**src/rtl/nor_seq_pkg.sv**
```systemverilog
`timescale 1ns/1ps
package nor_seq_pkg;

  localparam logic [2:0] OPC_READMODE = 3'd0;
  localparam logic [2:0] OPC_PROGRAM  = 3'd1;
  localparam logic [2:0] OPC_BLK_ERS  = 3'd2;
  localparam logic [2:0] OPC_CHIP_ERS = 3'd3;
  localparam logic [2:0] OPC_IDENT    = 3'd4;
  localparam logic [2:0] OPC_QUERY    = 3'd5;

  localparam int unsigned FIX_AW = 12;

  // One entry of an operation's bus script.
  typedef struct packed {
    logic              is_rd;
    logic              user_addr;
    logic              user_data;
    logic [FIX_AW-1:0] fix_addr;
    logic [7:0]        code;
  } step_t;

  function automatic logic [2:0] seq_len(input logic [2:0] op);
    case (op)
      OPC_READMODE: seq_len = 3'd1;
      OPC_PROGRAM:  seq_len = 3'd4;
      OPC_BLK_ERS:  seq_len = 3'd6;
      OPC_CHIP_ERS: seq_len = 3'd6;
      OPC_IDENT:    seq_len = 3'd7;
      OPC_QUERY:    seq_len = 3'd5;
      default:      seq_len = 3'd0;
    endcase
  endfunction

  function automatic step_t wr_fix(input logic [FIX_AW-1:0] a, input logic [7:0] c);
    step_t s;
    s = '0;
    s.fix_addr = a;
    s.code = c;
    return s;
  endfunction

  function automatic step_t rd_fix(input logic [FIX_AW-1:0] a);
    step_t s;
    s = '0;
    s.is_rd = 1'b1;
    s.fix_addr = a;
    return s;
  endfunction

  // First two writes of every unlocked command, also repeated in erase.
  function automatic step_t unlock_pair(input logic second);
    return second ? wr_fix(12'h2AA, 8'h55) : wr_fix(12'h555, 8'hAA);
  endfunction

  function automatic step_t seq_step(input logic [2:0] op, input logic [2:0] idx);
    step_t s;
    s = '0;
    case (op)
      OPC_READMODE: s = wr_fix(12'h000, 8'hF0);
      OPC_PROGRAM: begin
        case (idx)
          3'd0, 3'd1: s = unlock_pair(idx[0]);
          3'd2:       s = wr_fix(12'h555, 8'hA0);
          default: begin
            s.user_addr = 1'b1;
            s.user_data = 1'b1;
          end
        endcase
      end
      OPC_BLK_ERS, OPC_CHIP_ERS: begin
        case (idx)
          3'd0, 3'd1: s = unlock_pair(idx[0]);
          3'd2:       s = wr_fix(12'h555, 8'h80);
          3'd3:       s = unlock_pair(1'b0);
          3'd4:       s = unlock_pair(1'b1);
          default: begin
            if (op == OPC_BLK_ERS) begin
              s.user_addr = 1'b1;
              s.code = 8'h30;
            end else begin
              s = wr_fix(12'h555, 8'h10);
            end
          end
        endcase
      end
      OPC_IDENT: begin
        case (idx)
          3'd0, 3'd1: s = unlock_pair(idx[0]);
          3'd2:       s = wr_fix(12'h555, 8'h90);
          3'd3:       s = rd_fix(12'h000);
          3'd4:       s = rd_fix(12'h001);
          3'd5:       s = rd_fix(12'h00E);
          default:    s = rd_fix(12'h00F);
        endcase
      end
      OPC_QUERY: begin
        if (idx == 3'd0) s = wr_fix(12'h055, 8'h98);
        else             s = rd_fix(12'h00F + FIX_AW'(idx));
      end
      default: s = '0;
    endcase
    return s;
  endfunction

endpackage

```
**src/rtl/nor_step_table.sv**
```systemverilog
`timescale 1ns/1ps
module nor_step_table #(
  parameter int unsigned ADDR_W = 20
) (
  input  logic [2:0]        op,
  input  logic [2:0]        idx,
  input  logic [ADDR_W-1:0] user_addr,
  input  logic [15:0]       user_data,
  output logic [2:0]        op_len,
  output logic              st_rd,
  output logic [ADDR_W-1:0] st_addr,
  output logic [15:0]       st_data
);
  import nor_seq_pkg::*;

  step_t cur;
  logic [ADDR_W-1:0] fix_ext;

  assign cur    = seq_step(op, idx);
  assign op_len = seq_len(op);

  generate
    if (ADDR_W >= FIX_AW) begin : g_wide_addr
      assign fix_ext = {{(ADDR_W-FIX_AW){1'b0}}, cur.fix_addr};
    end else begin : g_narrow_addr
      assign fix_ext = cur.fix_addr[ADDR_W-1:0];
    end
  endgenerate

  assign st_rd   = cur.is_rd;
  assign st_addr = cur.user_addr ? user_addr : fix_ext;
  assign st_data = cur.user_data ? user_data : {8'h00, cur.code};
endmodule

```
**src/rtl/nor_bus_phy.sv**
```systemverilog
`timescale 1ns/1ps
module nor_bus_phy #(
  parameter int unsigned ADDR_W   = 20,
  parameter int unsigned ACC_CLKS = 3
) (
  input  logic              clk,
  input  logic              rst_n,
  input  logic              go,
  input  logic              acc_rd,
  input  logic [ADDR_W-1:0] acc_waddr,
  input  logic [15:0]       acc_wdata,
  input  logic              bus16,
  output logic              acc_ready,
  output logic              acc_end,
  output logic              rd_strobe,
  output logic [15:0]       rd_word,
  output logic [ADDR_W:0]   mem_addr,
  output logic [15:0]       mem_dq_out,
  output logic              mem_dq_oe,
  input  logic [15:0]       mem_dq_in,
  output logic              mem_ce_n,
  output logic              mem_we_n,
  output logic              mem_oe_n
);
  localparam int unsigned CW = (ACC_CLKS > 1) ? $clog2(ACC_CLKS) : 1;
  localparam logic [CW-1:0] CNT_LOAD = CW'(ACC_CLKS - 1);

  typedef enum logic [1:0] {PH_IDLE, PH_DRIVE, PH_REST} ph_e;

  ph_e             ph;
  logic [CW-1:0]   cnt;
  logic            rd_q;
  logic [ADDR_W:0] addr_q;
  logic [15:0]     data_q;
  logic [15:0]     rdw_q;

  function automatic logic [ADDR_W:0] bus_addr(input logic [ADDR_W-1:0] w, input logic wide);
    return wide ? {w, 1'b0} : {1'b0, w};
  endfunction

  function automatic logic [15:0] fit_lane(input logic [15:0] d, input logic wide);
    return wide ? d : {8'h00, d[7:0]};
  endfunction

  assign acc_ready = (ph == PH_IDLE) || (ph == PH_REST);
  assign acc_end   = (ph == PH_REST);
  assign rd_strobe = (ph == PH_REST) && rd_q;
  assign rd_word   = rdw_q;

  always_ff @(posedge clk or negedge rst_n) begin
    if (!rst_n) begin
      ph     <= PH_IDLE;
      cnt    <= '0;
      rd_q   <= 1'b0;
      addr_q <= '0;
      data_q <= '0;
      rdw_q  <= '0;
    end else begin
      case (ph)
        PH_IDLE, PH_REST: begin
          if (go) begin
            ph     <= PH_DRIVE;
            cnt    <= CNT_LOAD;
            rd_q   <= acc_rd;
            addr_q <= bus_addr(acc_waddr, bus16);
            data_q <= fit_lane(acc_wdata, bus16);
          end else begin
            ph <= PH_IDLE;
          end
        end
        PH_DRIVE: begin
          if (cnt == '0) begin
            ph <= PH_REST;
            if (rd_q) rdw_q <= fit_lane(mem_dq_in, bus16);
          end else begin
            cnt <= cnt - 1'b1;
          end
        end
        default: ph <= PH_IDLE;
      endcase
    end
  end

  assign mem_addr   = addr_q;
  assign mem_dq_out = data_q;
  assign mem_ce_n   = !(ph == PH_DRIVE);
  assign mem_we_n   = !((ph == PH_DRIVE) && !rd_q);
  assign mem_oe_n   = !((ph == PH_DRIVE) && rd_q);
  assign mem_dq_oe  = (ph == PH_DRIVE) && !rd_q;

  a_r10_one_strobe: assert property (@(posedge clk) disable iff (!rst_n)
    !mem_ce_n |-> (mem_we_n ^ mem_oe_n));
  a_r10_quiet_idle: assert property (@(posedge clk) disable iff (!rst_n)
    mem_ce_n |-> (mem_we_n && mem_oe_n && !mem_dq_oe));
  a_r10_addr_hold: assert property (@(posedge clk) disable iff (!rst_n)
    (!mem_ce_n && $past(!mem_ce_n)) |-> $stable(mem_addr));
endmodule

```
**src/rtl/nor_cmd_seq.sv**
```systemverilog
`timescale 1ns/1ps
module nor_cmd_seq #(
  parameter int unsigned ADDR_W   = 20,
  parameter int unsigned ACC_CLKS = 3
) (
  input  logic              clk,
  input  logic              rst_n,
  input  logic              cfg_bus16,
  input  logic              req_valid,
  output logic              req_ready,
  input  logic [2:0]        req_op,
  input  logic [ADDR_W-1:0] req_addr,
  input  logic [15:0]       req_data,
  output logic              rsp_done,
  output logic              rsp_rd_valid,
  output logic [15:0]       rsp_rd_data,
  output logic [ADDR_W:0]   mem_addr,
  output logic [15:0]       mem_dq_out,
  output logic              mem_dq_oe,
  input  logic [15:0]       mem_dq_in,
  output logic              mem_ce_n,
  output logic              mem_we_n,
  output logic              mem_oe_n
);
  typedef enum logic {T_IDLE, T_RUN} top_e;

  top_e              state;
  logic [2:0]        op_q;
  logic [ADDR_W-1:0] uaddr_q;
  logic [15:0]       udata_q;
  logic              bus16_q;
  logic [2:0]        step_q;

  logic [2:0]        op_len;
  logic              st_rd;
  logic [ADDR_W-1:0] st_addr;
  logic [15:0]       st_data;

  logic acc_ready, acc_end, rd_strobe;
  logic [15:0] rd_word;

  // Named internal events
  logic take_req;
  logic issue_go;
  logic script_spent;
  logic op_finish;

  assign req_ready    = (state == T_IDLE);
  assign take_req     = req_valid && req_ready;
  assign script_spent = (step_q == op_len);
  assign issue_go     = (state == T_RUN) && acc_ready && !script_spent;
  assign op_finish    = (state == T_RUN) && script_spent && (acc_end || (op_len == 3'd0));

  nor_step_table #(.ADDR_W(ADDR_W)) table_i (
    .op        (op_q),
    .idx       (step_q),
    .user_addr (uaddr_q),
    .user_data (udata_q),
    .op_len    (op_len),
    .st_rd     (st_rd),
    .st_addr   (st_addr),
    .st_data   (st_data)
  );

  nor_bus_phy #(.ADDR_W(ADDR_W), .ACC_CLKS(ACC_CLKS)) phy_i (
    .clk        (clk),
    .rst_n      (rst_n),
    .go         (issue_go),
    .acc_rd     (st_rd),
    .acc_waddr  (st_addr),
    .acc_wdata  (st_data),
    .bus16      (bus16_q),
    .acc_ready  (acc_ready),
    .acc_end    (acc_end),
    .rd_strobe  (rd_strobe),
    .rd_word    (rd_word),
    .mem_addr   (mem_addr),
    .mem_dq_out (mem_dq_out),
    .mem_dq_oe  (mem_dq_oe),
    .mem_dq_in  (mem_dq_in),
    .mem_ce_n   (mem_ce_n),
    .mem_we_n   (mem_we_n),
    .mem_oe_n   (mem_oe_n)
  );

  always_ff @(posedge clk or negedge rst_n) begin
    if (!rst_n) begin
      state   <= T_IDLE;
      op_q    <= '0;
      uaddr_q <= '0;
      udata_q <= '0;
      bus16_q <= 1'b0;
      step_q  <= '0;
    end else begin
      case (state)
        T_IDLE: begin
          if (take_req) begin
            state   <= T_RUN;
            op_q    <= req_op;
            uaddr_q <= req_addr;
            udata_q <= req_data;
            bus16_q <= cfg_bus16;
            step_q  <= '0;
          end
        end
        default: begin
          if (issue_go) step_q <= step_q + 1'b1;
          if (op_finish) state <= T_IDLE;
        end
      endcase
    end
  end

  assign rsp_done     = op_finish;
  assign rsp_rd_valid = rd_strobe;
  assign rsp_rd_data  = rd_word;

  a_r11_busy_after_take: assert property (@(posedge clk) disable iff (!rst_n)
    take_req |=> !req_ready);
  a_r11_done_not_ready: assert property (@(posedge clk) disable iff (!rst_n)
    rsp_done |-> !req_ready);
  a_r11_ready_after_done: assert property (@(posedge clk) disable iff (!rst_n)
    rsp_done |=> req_ready);
  a_r12_done_single: assert property (@(posedge clk) disable iff (!rst_n)
    rsp_done |=> !rsp_done);
  a_r8_width_frozen: assert property (@(posedge clk) disable iff (!rst_n)
    (!req_ready && $past(!req_ready)) |-> $stable(bus16_q));
  a_r9_narrow_upper: assert property (@(posedge clk) disable iff (!rst_n)
    (!bus16_q && mem_dq_oe) |-> (mem_dq_out[15:8] == 8'h00));
endmodule

```
**config.mk**
```make
export PLATFORM = sky130hd
export DESIGN_NAME = nor_cmd_seq
export DESIGN_NICKNAME = d
export VERILOG_FILES = /design/src/rtl/nor_seq_pkg.sv /design/src/rtl/nor_step_table.sv /design/src/rtl/nor_bus_phy.sv /design/src/rtl/nor_cmd_seq.sv
export SDC_FILE = /design/constraint.sdc
export NUM_CORES = 1
export LEC_CHECK = 0
export BUFFER_PORTS_ARGS = -buffer_cell sky130_fd_sc_hd__buf_4
export CORE_MARGIN = 1.5
export CORE_UTILIZATION = 54
export CTS_CLUSTER_SIZE = 16
export DETAILED_ROUTE_END_ITERATION = 8
export GPL_ROUTABILITY_DRIVEN = 0
export PLACE_DENSITY = 0.86
export SYNTH_ARGS = -nofsm -noshare
export SYNTH_HDL_FRONTEND = slang
export SYNTH_SLANG_ARGS = --single-unit
export TNS_END_PERCENT = 1
```
**constraint.sdc**
```tcl
create_clock -name clk -period 2.8 [get_ports clk]
set_clock_uncertainty 0.15 [all_clocks]
set_input_delay 0.28 -clock clk [delete_from_list [all_inputs] [get_ports clk]]
set_output_delay 0.28 -clock clk [all_outputs]
set_load 0.01 [all_outputs]
```
# Word level (Yosys, flattened, before mapping)
# Index checks and enable logic that the tools add are counted.
# word_totals
inputBits,59
wordCells,92
ff_bits,102
# op_classes
eq_ne,17
reduce_logical,30
n_addsub,3
muxes,29
bitwise,1
# ops
cell,n
23-bit one-hot mux with 5 select lines,2
23-bit one-hot mux with 4 select lines,1
16-bit two-way mux,3
20-bit one-hot mux with 2 select lines,1
23-bit two-way mux,1
21-bit two-way mux,1
20-bit two-way mux,1
19-bit two-way mux,1
3-bit one-hot mux with 5 select lines,1
3-bit by 2-bit == test with 1-bit output (second input constant),4
3-bit == test (second input constant),4
2-bit one-hot mux with 2 select lines,3
11-bit two-way mux,1
3-bit logical NOT,3
3-bit two-way mux,3
1-bit logical AND,8
3-bit by 1-bit == test with 1-bit output (second input constant),2
1-bit two-way mux,6
2-bit two-way mux,3
6-bit two-way mux,1
2-bit AND reduction,3
3-bit AND reduction,2
2-bit OR reduction,3
4-bit by 3-bit adder with 5-bit output (first input constant),1
12 further kinds,21

# Logic depth before layout (Yosys ltp)
# Gate-level depths: netlist of run 1.
# logic_depth
ltp_word,8
depth_mapped,11

# Cells and area by module
# Synthesis of run 1 repeated with hierarchy kept, for this count alone.
# hier_totals
hier_cells,504
area_unflattened_um2,5388.9
# modules_own_cells
module,cells_per_inst,instances,seq_area_each_um2,area_per_inst_um2
nor_bus_phy,240,1,1451.4,2461.1
nor_cmd_seq,122,1,1101.1,2016.9
nor_step_table,142,1,0.0,910.9

# Least setup slack after synthesis of run 1
# No wires, ideal clock.
# synth_path
kind,register to register
startpoint,register step_q[0]
endpoint,register phy_i.addr_q[10] (netlist: phy_i.mem_addr[10])
setup_time_ns,0.121
stages_incl_launch_ff,10
synth_period_minus_slack_ns,2.513
arrival_time_ns,2.242
setup_slack_ns,0.287
cell_sequence,dfrtp_1 buf_2 inv_1 ha_1 clkbuf_1 o32ai_1 a22o_1 o21a_1 a211o_1 a22o_1
# synth_between
elab_chain_len,6
# synth_lines
item,line,rtl
from (decl),nor_cmd_seq.sv:32,logic [2:0] step_q;
from (signal assigned),nor_cmd_seq.sv:107,if (issue_go) step_q <= step_q + 1'b1;
3-bit by 1-bit == test with 1-bit output / 3-bit logical NOT (equally long branches),"nor_seq_pkg.sv:61, nor_seq_pkg.sv:71, nor_seq_pkg.sv:87",
2-bit OR reduction,"nor_seq_pkg.sv:61, nor_seq_pkg.sv:71, nor_seq_pkg.sv:87",
23-bit one-hot mux with 5 select lines (tied with other cells),nor_seq_pkg.sv:87,case (idx)
23-bit one-hot mux with 5 select lines,nor_seq_pkg.sv:58,case (op)
20-bit two-way mux,nor_step_table.sv:31,assign st_addr = cur.user_addr ? user_addr : fix_ext;
21-bit two-way mux,nor_bus_phy.sv:38,"return wide ? {w, 1'b0} : {1'b0, w};"
to (signal assigned),nor_bus_phy.sv:65,"addr_q <= bus_addr(acc_waddr, bus16);"
to (decl),nor_bus_phy.sv:33,logic [ADDR_W:0] addr_q;
# Several ways; a longest one is shown, not always the timed one.
# A chain may end at the register's enable or synchronous reset.

# Worst setup path in the final report of run 1
# layout_path
startpoint,register step_q[0]
endpoint,register phy_i.addr_q[2] (netlist: phy_i.mem_addr[2])
# Same word-level chain as after synthesis.

==> results.toml, run 1 <==
[setup_path]
end_kind = "register"
cp_num_buf_inv = 2
worst-setup-path-type = "reg -> reg"
critical-path-slowest-cell = "sky130_fd_sc_hd__a222oi_1"
cp_max_fo = 15
largest_delay_share_family_worst_path = "compound AO/OA/AOI/OAI gates"
endpoint_required_time_on_the_critical_path_ps = 2910
timing.critical_path.from_type = "register"
cp_cell_sequence = "inv_1, ha_2, o21ba_2, nor4_4, buf_4, a21o_4, a222oi_1, a211oi_1, a21o_1"
worst_ep_arrival_time_ps = 2820
setup.reg_to_reg.worst_slack_ps = 100
cp_slowest_stage_delay_ps = 500

[route]
ant_nets = 0
drt-pass1-iter-count = 5
dr_total_vias = 4775
remaining_drc_errors = 0
vias_per_cell = 5.82
first_iter_violations = 422
wl_per_cell_um = 17.5
routed_wl_mm = 14.3

[cts]
numClockSinks = 102
clockRootBuffer = "sky130_fd_sc_hd__clkbuf_8"
clk_pin_slew_ps = 100
worstSkewPairLatency_ps = 370
tritoncts_clock_tree = "yes"
tritoncts.num_buffers = 9
cts-root-to-sink-buffers = 2
htreeDepth = 3

[placed_design]
buffers_added_on_ports = 118
dp_hpwl_mm = 9.19

[floorplan]
floorplan.initialDensity_pct = 55.1
floorplan.die.height_um = 99.4
core_area_um2 = 9110
io-pin-count = 119
die-width_um = 99.4
cell_row_count = 35
die_outline_area_um2 = 9890

[global_routing]
largest_net_degree_at_the_start_of_global_routing = 63
grt_util_overall_pct = 29.7
first_pass_grt_wire_length_mm = 23.2
global_route.overflow_total = 0
antenna_found_initial = 0
grt_pass1_vias = 4805

[pwr]
proportion_of_power_drawn_by_combinational_gates_pct = 54.6
netSwitchingFraction_pct = 44.3
finalPower_uw = 7710
internal_power_uw = 4290
pwr-share-seq_pct = 33.8
switchingPower_uw = 3420
maximum_vdd_drop_uv = 736
power.leakage_uw = 0.00332
pwr_density_cell_nw_per_um2 = 1140
power_frac_clock_pct = 11.6

[synthesis]
syn_area_um2 = 5020
synthesis.area_per_instance_um2 = 9.30
synth.net_count = 607
synth_async_sr_flop_share_pct = 100
synth_top_flop_cell = "sky130_fd_sc_hd__dfrtp_1"
synth.lib_cells_used.distinct = 58
synth.yosys.seq_area_share_pct = 50.8
synthesis.yosys.warnings = 0
synth_enable_flop_cells = 0
ys_seq_elements = 102
netlist_instances = 540

[outcome]
status = "completed"

[sta]
finalMaxSlewViolations = 0
whs_ps = 23.6
timing.slew.headroom_pct = 42.5
period_minus_slack_ps = 2700
finalSetupViolCount = 0
fmax_ghz = 0.370
post-route-period-util_pct = 96.5
timing_worst_slew_pin_value_ps = 863
number_of_hold_violations_in_the_final_report = 0
setup_tns_ps = 0

[hold_path]
holdCritPathClass = "in -> reg"

[layout]
drive_gt1_share_pct = 26.1
flow.area_growth_from_synthesis_pct = 34.6
antenna_cells_inserted = 0
final_util_pct = 74.2
final_net_count = 772

[run]
cap_viol_max_count = 0
## flip-flops by register name, summed over array words and instances (netlist names), 2 cells and up
| register | cells |
|---|---|
| op_q | 3 |
| phy_i.cnt | 2 |
| phy_i.mem_addr | 21 |
| phy_i.mem_dq_out | 16 |
| phy_i.ph | 2 |
| phy_i.rd_word | 16 |
| step_q | 3 |
| uaddr_q | 20 |
| udata_q | 16 |
## logic make-up (layout without fill, tap and decap cells)
kind of cell	Yosys count	count (layout)	share of synthesized area, %
AO/OA/AOI/OAI	128	128	18.0
AND/OR/NAND/NOR	225	225	19.0
multiplexers	20	20	4.24
flip-flops	102	102	50.8
buffers and inverters	55	224	5.56
adder cells (fa/ha/maj)	8	8	1.99
XOR/XNOR	2	2	0.349
## worst reg2reg max path: cells and delay by family, from the launching register on
family / cells / cell delay (ps)
flops: 1 / 450
compound gates: 5 / 1300
simple gates: 1 / 60
fa+ha+maj: 1 / 290
buf+inv: 2 / 360
## metrics by stage
stage	instance area (um^2)	worst slack, ps	std cells
6_report	6760	96.8	820
5_1_grt	6760	-64.6	820
4_1_cts	6700	19.9	817
3_5_place_dp	6000	37.5	750
3_3_place_gp	6000	229	750
2_1_floorplan	5020	287	540
## placed cells by master (no fill, tap or decap), types with 13 or more instances in the layout
| cell | n |
|---|---|
| sky130_fd_sc_hd__nor2_1 | 13 |
| sky130_fd_sc_hd__o21ai_0 | 30 |
| sky130_fd_sc_hd__buf_4 | 141 |
| sky130_fd_sc_hd__o31ai_1 | 14 |
| sky130_fd_sc_hd__nand2_1 | 169 |
| sky130_fd_sc_hd__inv_1 | 15 |
| sky130_fd_sc_hd__dfrtp_1 | 102 |
| sky130_fd_sc_hd__dlygate4sd3_1 | 52 |
| sky130_fd_sc_hd__a21oi_1 | 19 |
## synthesized netlist by cell type, types with 9 or more instances
cell                       instances  area, um^2
sky130_fd_sc_hd__nand2_1         169         634
sky130_fd_sc_hd__dfrtp_1         102        2550
sky130_fd_sc_hd__o21ai_0          30         150
sky130_fd_sc_hd__a21oi_1          19        95.1
sky130_fd_sc_hd__clkbuf_1         18        67.6
sky130_fd_sc_hd__inv_1            15        56.3
sky130_fd_sc_hd__o31ai_1          14         105
sky130_fd_sc_hd__nor2_1           13        48.8
sky130_fd_sc_hd__a211oi_1         11        82.6
sky130_fd_sc_hd__mux2_2           10         113
sky130_fd_sc_hd__mux2i_1          10         100
sky130_fd_sc_hd__nand3_1          10        50.1
sky130_fd_sc_hd__a21o_1            9        67.6
## repair_timing
item	4_1_cts	5_1_grt
setup buffers	0	3
gates cloned	0	0
resized for setup	1	8
hold buffers	52	0
hold endpoints to repair	111	0
pin swaps	0	2
endpoints found under the setup margin	1	12
## final timing paths
kind / cells past startpoint / from / to
setup / recovery: 9 / step_q[0] / phy_i.mem_addr[2]
hold / removal: 3 / mem_dq_in[12] / phy_i.rd_word[12]
hold reg to reg: 2 / udata_q[5] / udata_q[5]
min in group asynchronous: 2 / rst_n / op_q[0]
max in group asynchronous: 3 / rst_n / step_q[1]
setup reg to reg: 9 / step_q[0] / phy_i.mem_addr[2]
## cell type report
class	instances	area (um^2)
inverters	15	56.3
clock inverters	6	56.3
repair buffers	194	1600
clock buffers	9	124
multi-input cells	383	2230
fillers	581	2350
well taps	111	139
flip-flops and latches	102	2550
## layer usage
metal	wire [um]	global-route usage, %
met1	5740	37.8
met2	7030	48.7
met3	1130	7.45
met4	424	12.5
met5	0	0
## power by group through the flow
stage | combinational, uW | clock (uW) | sequential, uW
2_1_floorplan | 2630 | 0 | 2570
3_3_place_gp | 3740 | 0 | 2570
3_5_place_dp | 3920 | 0 | 2590
4_1_cts | 4000 | 899 | 2570
5_1_grt | 4590 | 957 | 2660
6_report | 4210 | 893 | 2610
Note: power is estimated with default switching activity, not from simulation.
==> inputs of run 2 (changes only) <==
--- a/config.mk
+++ b/config.mk
@@ -5,7 +5,7 @@
 export SDC_FILE = /design/constraint.sdc
 export NUM_CORES = 1
 export LEC_CHECK = 0
-export BUFFER_PORTS_ARGS = -buffer_cell sky130_fd_sc_hd__buf_4
+export BUFFER_PORTS_ARGS = -buffer_cell sky130_fd_sc_hd__clkbuf_2
 export CORE_MARGIN = 1.5
 export CORE_UTILIZATION = 54
 export CTS_CLUSTER_SIZE = 16
==> results.toml, run 2 (same netlist as run 1, synthesis figures left out) <==
[setup_path]
cp_max_fo = 10
reg2reg_from = "step_q[0]"
worst-setup-path-type = "reg -> reg"
cp_cell_sequence = "buf_4, ha_1, ha_1, nor4_2, a211oi_1, a222oi_1, a211oi_1, a21o_1"
endpoint_required_time_on_the_critical_path_ps = 2900
worst_ep_arrival_time_ps = 2760
cp_slowest_stage_delay_ps = 430
end_kind = "register"
critical-path-slowest-cell = "sky130_fd_sc_hd__dfrtp_1"
worst_setup_path_startpoint = "step_q[0]"
setup.reg_to_reg.worst_slack_ps = 140
timing.critical_path.from_type = "register"

[global_routing]
first_pass_grt_wire_length_mm = 22.7
antenna_found_initial = 0
global_route.overflow_total = 0
grt_util_overall_pct = 28.9
grt_pass1_vias = 4801
largest_net_degree_at_the_start_of_global_routing = 67

[sta]
post-route-period-util_pct = 95.1
timing.slew.headroom_pct = 39.0
period_minus_slack_ps = 2660
timing_worst_slew_pin_value_ps = 915
setup_tns_ps = 0
finalSetupViolCount = 0
grt_setup_unrepaired = "no"
fmax_ghz = 0.376
finalMaxSlewViolations = 0
whs_ps = 26.7
number_of_hold_violations_in_the_final_report = 0

[route]
ant_nets = 0
first_iter_violations = 285
dr_total_vias = 4729
wl_per_cell_um = 16.9
routed_wl_mm = 13.8
drt-pass1-iter-count = 6
vias_per_cell = 5.79
remaining_drc_errors = 0

[outcome]
status = "completed"

[floorplan]
core_area_um2 = 9110
die-width_um = 99.4
floorplan.initialDensity_pct = 55.1
cell_row_count = 35
die_outline_area_um2 = 9890
floorplan.die.height_um = 99.4
io-pin-count = 119

[cts]
worstSkewPairLatency_ps = 370
clockRootBuffer = "sky130_fd_sc_hd__clkbuf_8"
tritoncts.num_buffers = 9
tritoncts_clock_tree = "yes"
cts-root-to-sink-buffers = 2
clk_pin_slew_ps = 100
numClockSinks = 102
htreeDepth = 3

[pwr]
maximum_vdd_drop_uv = 672
finalPower_uw = 7350
pwr_density_cell_nw_per_um2 = 1140
power.leakage_uw = 0.00323

[placed_design]
post-place-cells = 749
buffers_added_on_ports = 118
dp_hpwl_mm = 8.83

[layout]
antenna_cells_inserted = 0
flow.area_growth_from_synthesis_pct = 28.0
drive_gt1_share_pct = 25.1
layout.cells.most_common_list = "sky130_fd_sc_hd__nand2_1 (169), sky130_fd_sc_hd__clkbuf_2 (117), sky130_fd_sc_hd__dfrtp_1 (102), sky130_fd_sc_hd__dlygate4sd3_1 (52), sky130_fd_sc_hd__o21ai_0 (30)"
final_util_pct = 70.5
post_route_non_filler_standard_cell_count = 817
final_net_count = 768
final_common_cell = "sky130_fd_sc_hd__nand2_1"
largest_register_ffs = 21

[run]
cap_viol_max_count = 0

[hold_path]
holdCritPathClass = "in -> reg"
worstHoldStart = "mem_dq_in[15]"
run 2: cell count changes in the layout (fill, tap and decap cells not counted), moves of 3 or more:
cell,change
sky130_fd_sc_hd__clkbuf_2,+117
sky130_fd_sc_hd__ha_2,-3
sky130_fd_sc_hd__ha_1,+3
sky130_fd_sc_hd__buf_4,-122
run 2: worst paths after layout:
path,depth (start not counted),end
max,8,phy_i.mem_addr[1]
min,3,phy_i.rd_word[15]
max reg2reg,8,phy_i.mem_addr[1]
min reg2reg,2,phy_i.mem_dq_out[14]
max in group asynchronous,3,phy_i.mem_addr[7]
min in group asynchronous,2,phy_i.mem_dq_out[4]
run 2: layout make-up:
class                      instances  area, um^2
multi-input combinational        383        2200
sequential                       102        2550
inverter                          15        56.3
clock buffer                      10         138
timing repair buffer             190        1290
tap                              111         139
fill                             628        2680
clock inverter                     6        52.6
run 2: per-layer routing:
layer,wire length (um),GRT usage (%)
met4,422,11.2
met2,6870,49.3
met1,5440,35.9
met3,1080,6.54
met5,0,0
run 2: timing repair:
action	CTS	global route
hold buffers	52	0
gates resized for setup	0	1
endpoints found under the hold margin	98	0
setup endpoints to repair	0	6
setup buffers	0	0
run 2: power by group:
| part | switching, uW | internal, uW |
|---|---|---|
| logic | 2270 | 1570 |
| registers | 492 | 2110 |
| clock network | 550 | 363 |
run 2: stage by stage:
| step | setup WS, ps | instance area, um^2 |
|---|---|---|
| floorplan | 287 | 5020 |
| global placement | 274 | 5710 |
| detailed placement | 215 | 5710 |
| CTS | 173 | 6420 |
| global route | 20.0 | 6420 |
| finish | 138 | 6420 |
run 2: critical path: cells and delay by family, from the launching register on:
family	cells	cell delay, ps
buffers and inverters	1	180
flip-flops	1	430
AND/OR/NAND/NOR	1	380
AO/OA/AOI/OAI	4	940
adder cells (fa/ha/maj)	2	480
==> inputs of run 3 (changes only) <==
--- a/config.mk
+++ b/config.mk
@@ -5,13 +5,14 @@
 export SDC_FILE = /design/constraint.sdc
 export NUM_CORES = 1
 export LEC_CHECK = 0
+export ABC_AREA = 0
 export BUFFER_PORTS_ARGS = -buffer_cell sky130_fd_sc_hd__clkbuf_2
 export CORE_MARGIN = 1.5
-export CORE_UTILIZATION = 54
+export CORE_UTILIZATION = 50
 export CTS_CLUSTER_SIZE = 16
 export DETAILED_ROUTE_END_ITERATION = 8
 export GPL_ROUTABILITY_DRIVEN = 0
-export PLACE_DENSITY = 0.86
+export PLACE_DENSITY = 0.81
 export SYNTH_ARGS = -nofsm -noshare
 export SYNTH_HDL_FRONTEND = slang
 export SYNTH_SLANG_ARGS = --single-unit
==> results.toml, run 3 (same netlist as run 1, synthesis figures left out) <==
[outcome]
status = "completed"

[global_routing]
largest_net_degree_at_the_start_of_global_routing = 60
grt_pass1_vias = 4700
global_route.overflow_total = 0
antenna_found_initial = 0
first_pass_grt_wire_length_mm = 22.5
grt_util_overall_pct = 27.4

[layout]
post_route_non_filler_standard_cell_count = 842
layout.cells.most_common_list = "sky130_fd_sc_hd__nand2_1 (169), sky130_fd_sc_hd__clkbuf_2 (117), sky130_fd_sc_hd__dfrtp_1 (100), sky130_fd_sc_hd__dlygate4sd3_1 (55), sky130_fd_sc_hd__o21ai_0 (30)"
num-fill-cells = 769
final_net_count = 771
antenna_cells_inserted = 0
flow.area_growth_from_synthesis_pct = 29.9
final_common_cell = "sky130_fd_sc_hd__nand2_1"
final_util_pct = 66.7
largest_register_ffs = 21
drive_gt1_share_pct = 25.7

[pwr]
maximum_vdd_drop_uv = 668
pwr_density_cell_nw_per_um2 = 1140
power.leakage_uw = 0.00325

[route]
first_iter_violations = 314
wl_per_cell_um = 16.3
dr_total_vias = 4691
routed_wl_mm = 13.7
vias_per_cell = 5.57
remaining_drc_errors = 0
drt-pass1-iter-count = 4
ant_nets = 0

[cts]
clockRootBuffer = "sky130_fd_sc_hd__clkbuf_8"
tritoncts_clock_tree = "yes"
clk_pin_slew_ps = 100
numClockSinks = 102
cts-root-to-sink-buffers = 2
htreeDepth = 3
post_cts_buffers = 0
tritoncts.num_buffers = 9
worstSkewPairLatency_ps = 370

[hold_path]
timing.hold.worst_endpoint = "state"
holdPathStages = 3
worstHoldStart = "req_valid"
holdCritPathClass = "in -> reg"

[setup_path]
endpoint_required_time_on_the_critical_path_ps = 2960
timing.reg2reg.worst_path_depth = 7
timing.critical_path.from_type = "register"
end_kind = "register"
worstReg2RegEnd = "phy_i.rd_q"
worst_ep_arrival_time_ps = 2840
setup.reg_to_reg.worst_slack_ps = 120
worst-setup-path-type = "reg -> reg"
cp_max_fo = 51
reg2reg_from = "op_q[0]"

[sta]
timing_worst_slew_pin_value_ps = 773
period_minus_slack_ps = 2680
number_of_hold_violations_in_the_final_report = 0
post-route-period-util_pct = 95.6
grt_setup_unrepaired = "yes"
finalSetupViolCount = 0
finalMaxSlewViolations = 0
timing.slew.headroom_pct = 48.4
fmax_ghz = 0.374

[floorplan]
die-width_um = 103
io-pin-count = 119
cell_row_count = 36
core_area_um2 = 9770
floorplan.die.height_um = 103
floorplan.initialDensity_pct = 51.4
die_outline_area_um2 = 10700

[placed_design]
buffers_added_on_ports = 118
dp_hpwl_mm = 9.18
post-place-cells = 771

[run]
cap_viol_max_count = 0
run 3: timing repair:
| action | 4_1_cts | 5_1_grt |
|---|---|---|
| gates resized for setup | 2 | 6 |
| pin swaps | 0 | 1 |
| hold buffers | 55 | 0 |
| endpoints found under the hold margin | 111 | 0 |
| setup endpoints to repair | 2 | 13 |
run 3: routing by layer:
metal / wire length, um / track usage [%] / vias to the layer above
li1: - / - / 2171
met1: 5650 / 35.0 / 2283
met4: 403 / 11.5 / 0
met5: 0 / 0 / -
met3: 864 / 5.51 / 38
met2: 6790 / 45.8 / 199
run 3: final cells by class:
cell class	count	area, um^2	share of cell area [%]
Multi-Input combinational cell	383	2220	34.0
Sequential cell	102	2550	39.2
Clock buffer	9	124	1.90
Timing Repair Buffer	193	1340	20.6
Clock inverter	7	56.3	0.864
Tap cell	133	166	2.55
Inverter	15	56.3	0.864
run 3: how the worst max path moves through the flow:
stage / from / endpoint / slack (ps) / depth (start not counted)
6_report: op_q[0] / phy_i.rd_q / 120 / 7
5_1_grt: op_q[0] / phy_i.rd_q / -80 / 7
3_5_place_dp: step_q[1] / phy_i.mem_addr[2] / 20 / 9
3_3_place_gp: step_q[1] / phy_i.mem_addr[3] / 200 / 8
2_1_floorplan: step_q[0] / phy_i.mem_addr[10] / 290 / 9
4_1_cts: step_q[0] / phy_i.mem_addr[9] / 80 / 8
run 3: metrics by stage:
stage | setup TNS (ps) | total power, uW | setup WS (ps) | hold WS [ps] | instance area, um^2
after floorplan | 0 | 5200 | 287 | -166 | 5020
after detailed placement | 0 | 6340 | 17.5 | 250 | 5770
after CTS | 0 | 7320 | 75.3 | 3.37 | 6510
after global routing | -75.2 | 7940 | -75.2 | 29.4 | 6520
final | 0 | 7400 | 124 | 17.6 | 6520
after global placement | 0 | 6160 | 204 | 249 | 5770
run 3: critical path: stages (launching register included):
cell	delay, ps
sky130_fd_sc_hd__dfrtp_1	520
sky130_fd_sc_hd__nor2b_1	260
sky130_fd_sc_hd__and4_1	230
sky130_fd_sc_hd__a311oi_1	430
sky130_fd_sc_hd__nand3b_1	280
sky130_fd_sc_hd__buf_12	260
sky130_fd_sc_hd__a2111oi_1	350
sky130_fd_sc_hd__a21o_1	130
run 3: where the power goes:
part | switching, uW | leakage [uW] | internal [uW]
clock | 545 | 0.0000959 | 337
combinational | 2250 | 0.00187 | 1620
sequential | 535 | 0.00128 | 2110
total | 3330 | 0.00325 | 4070
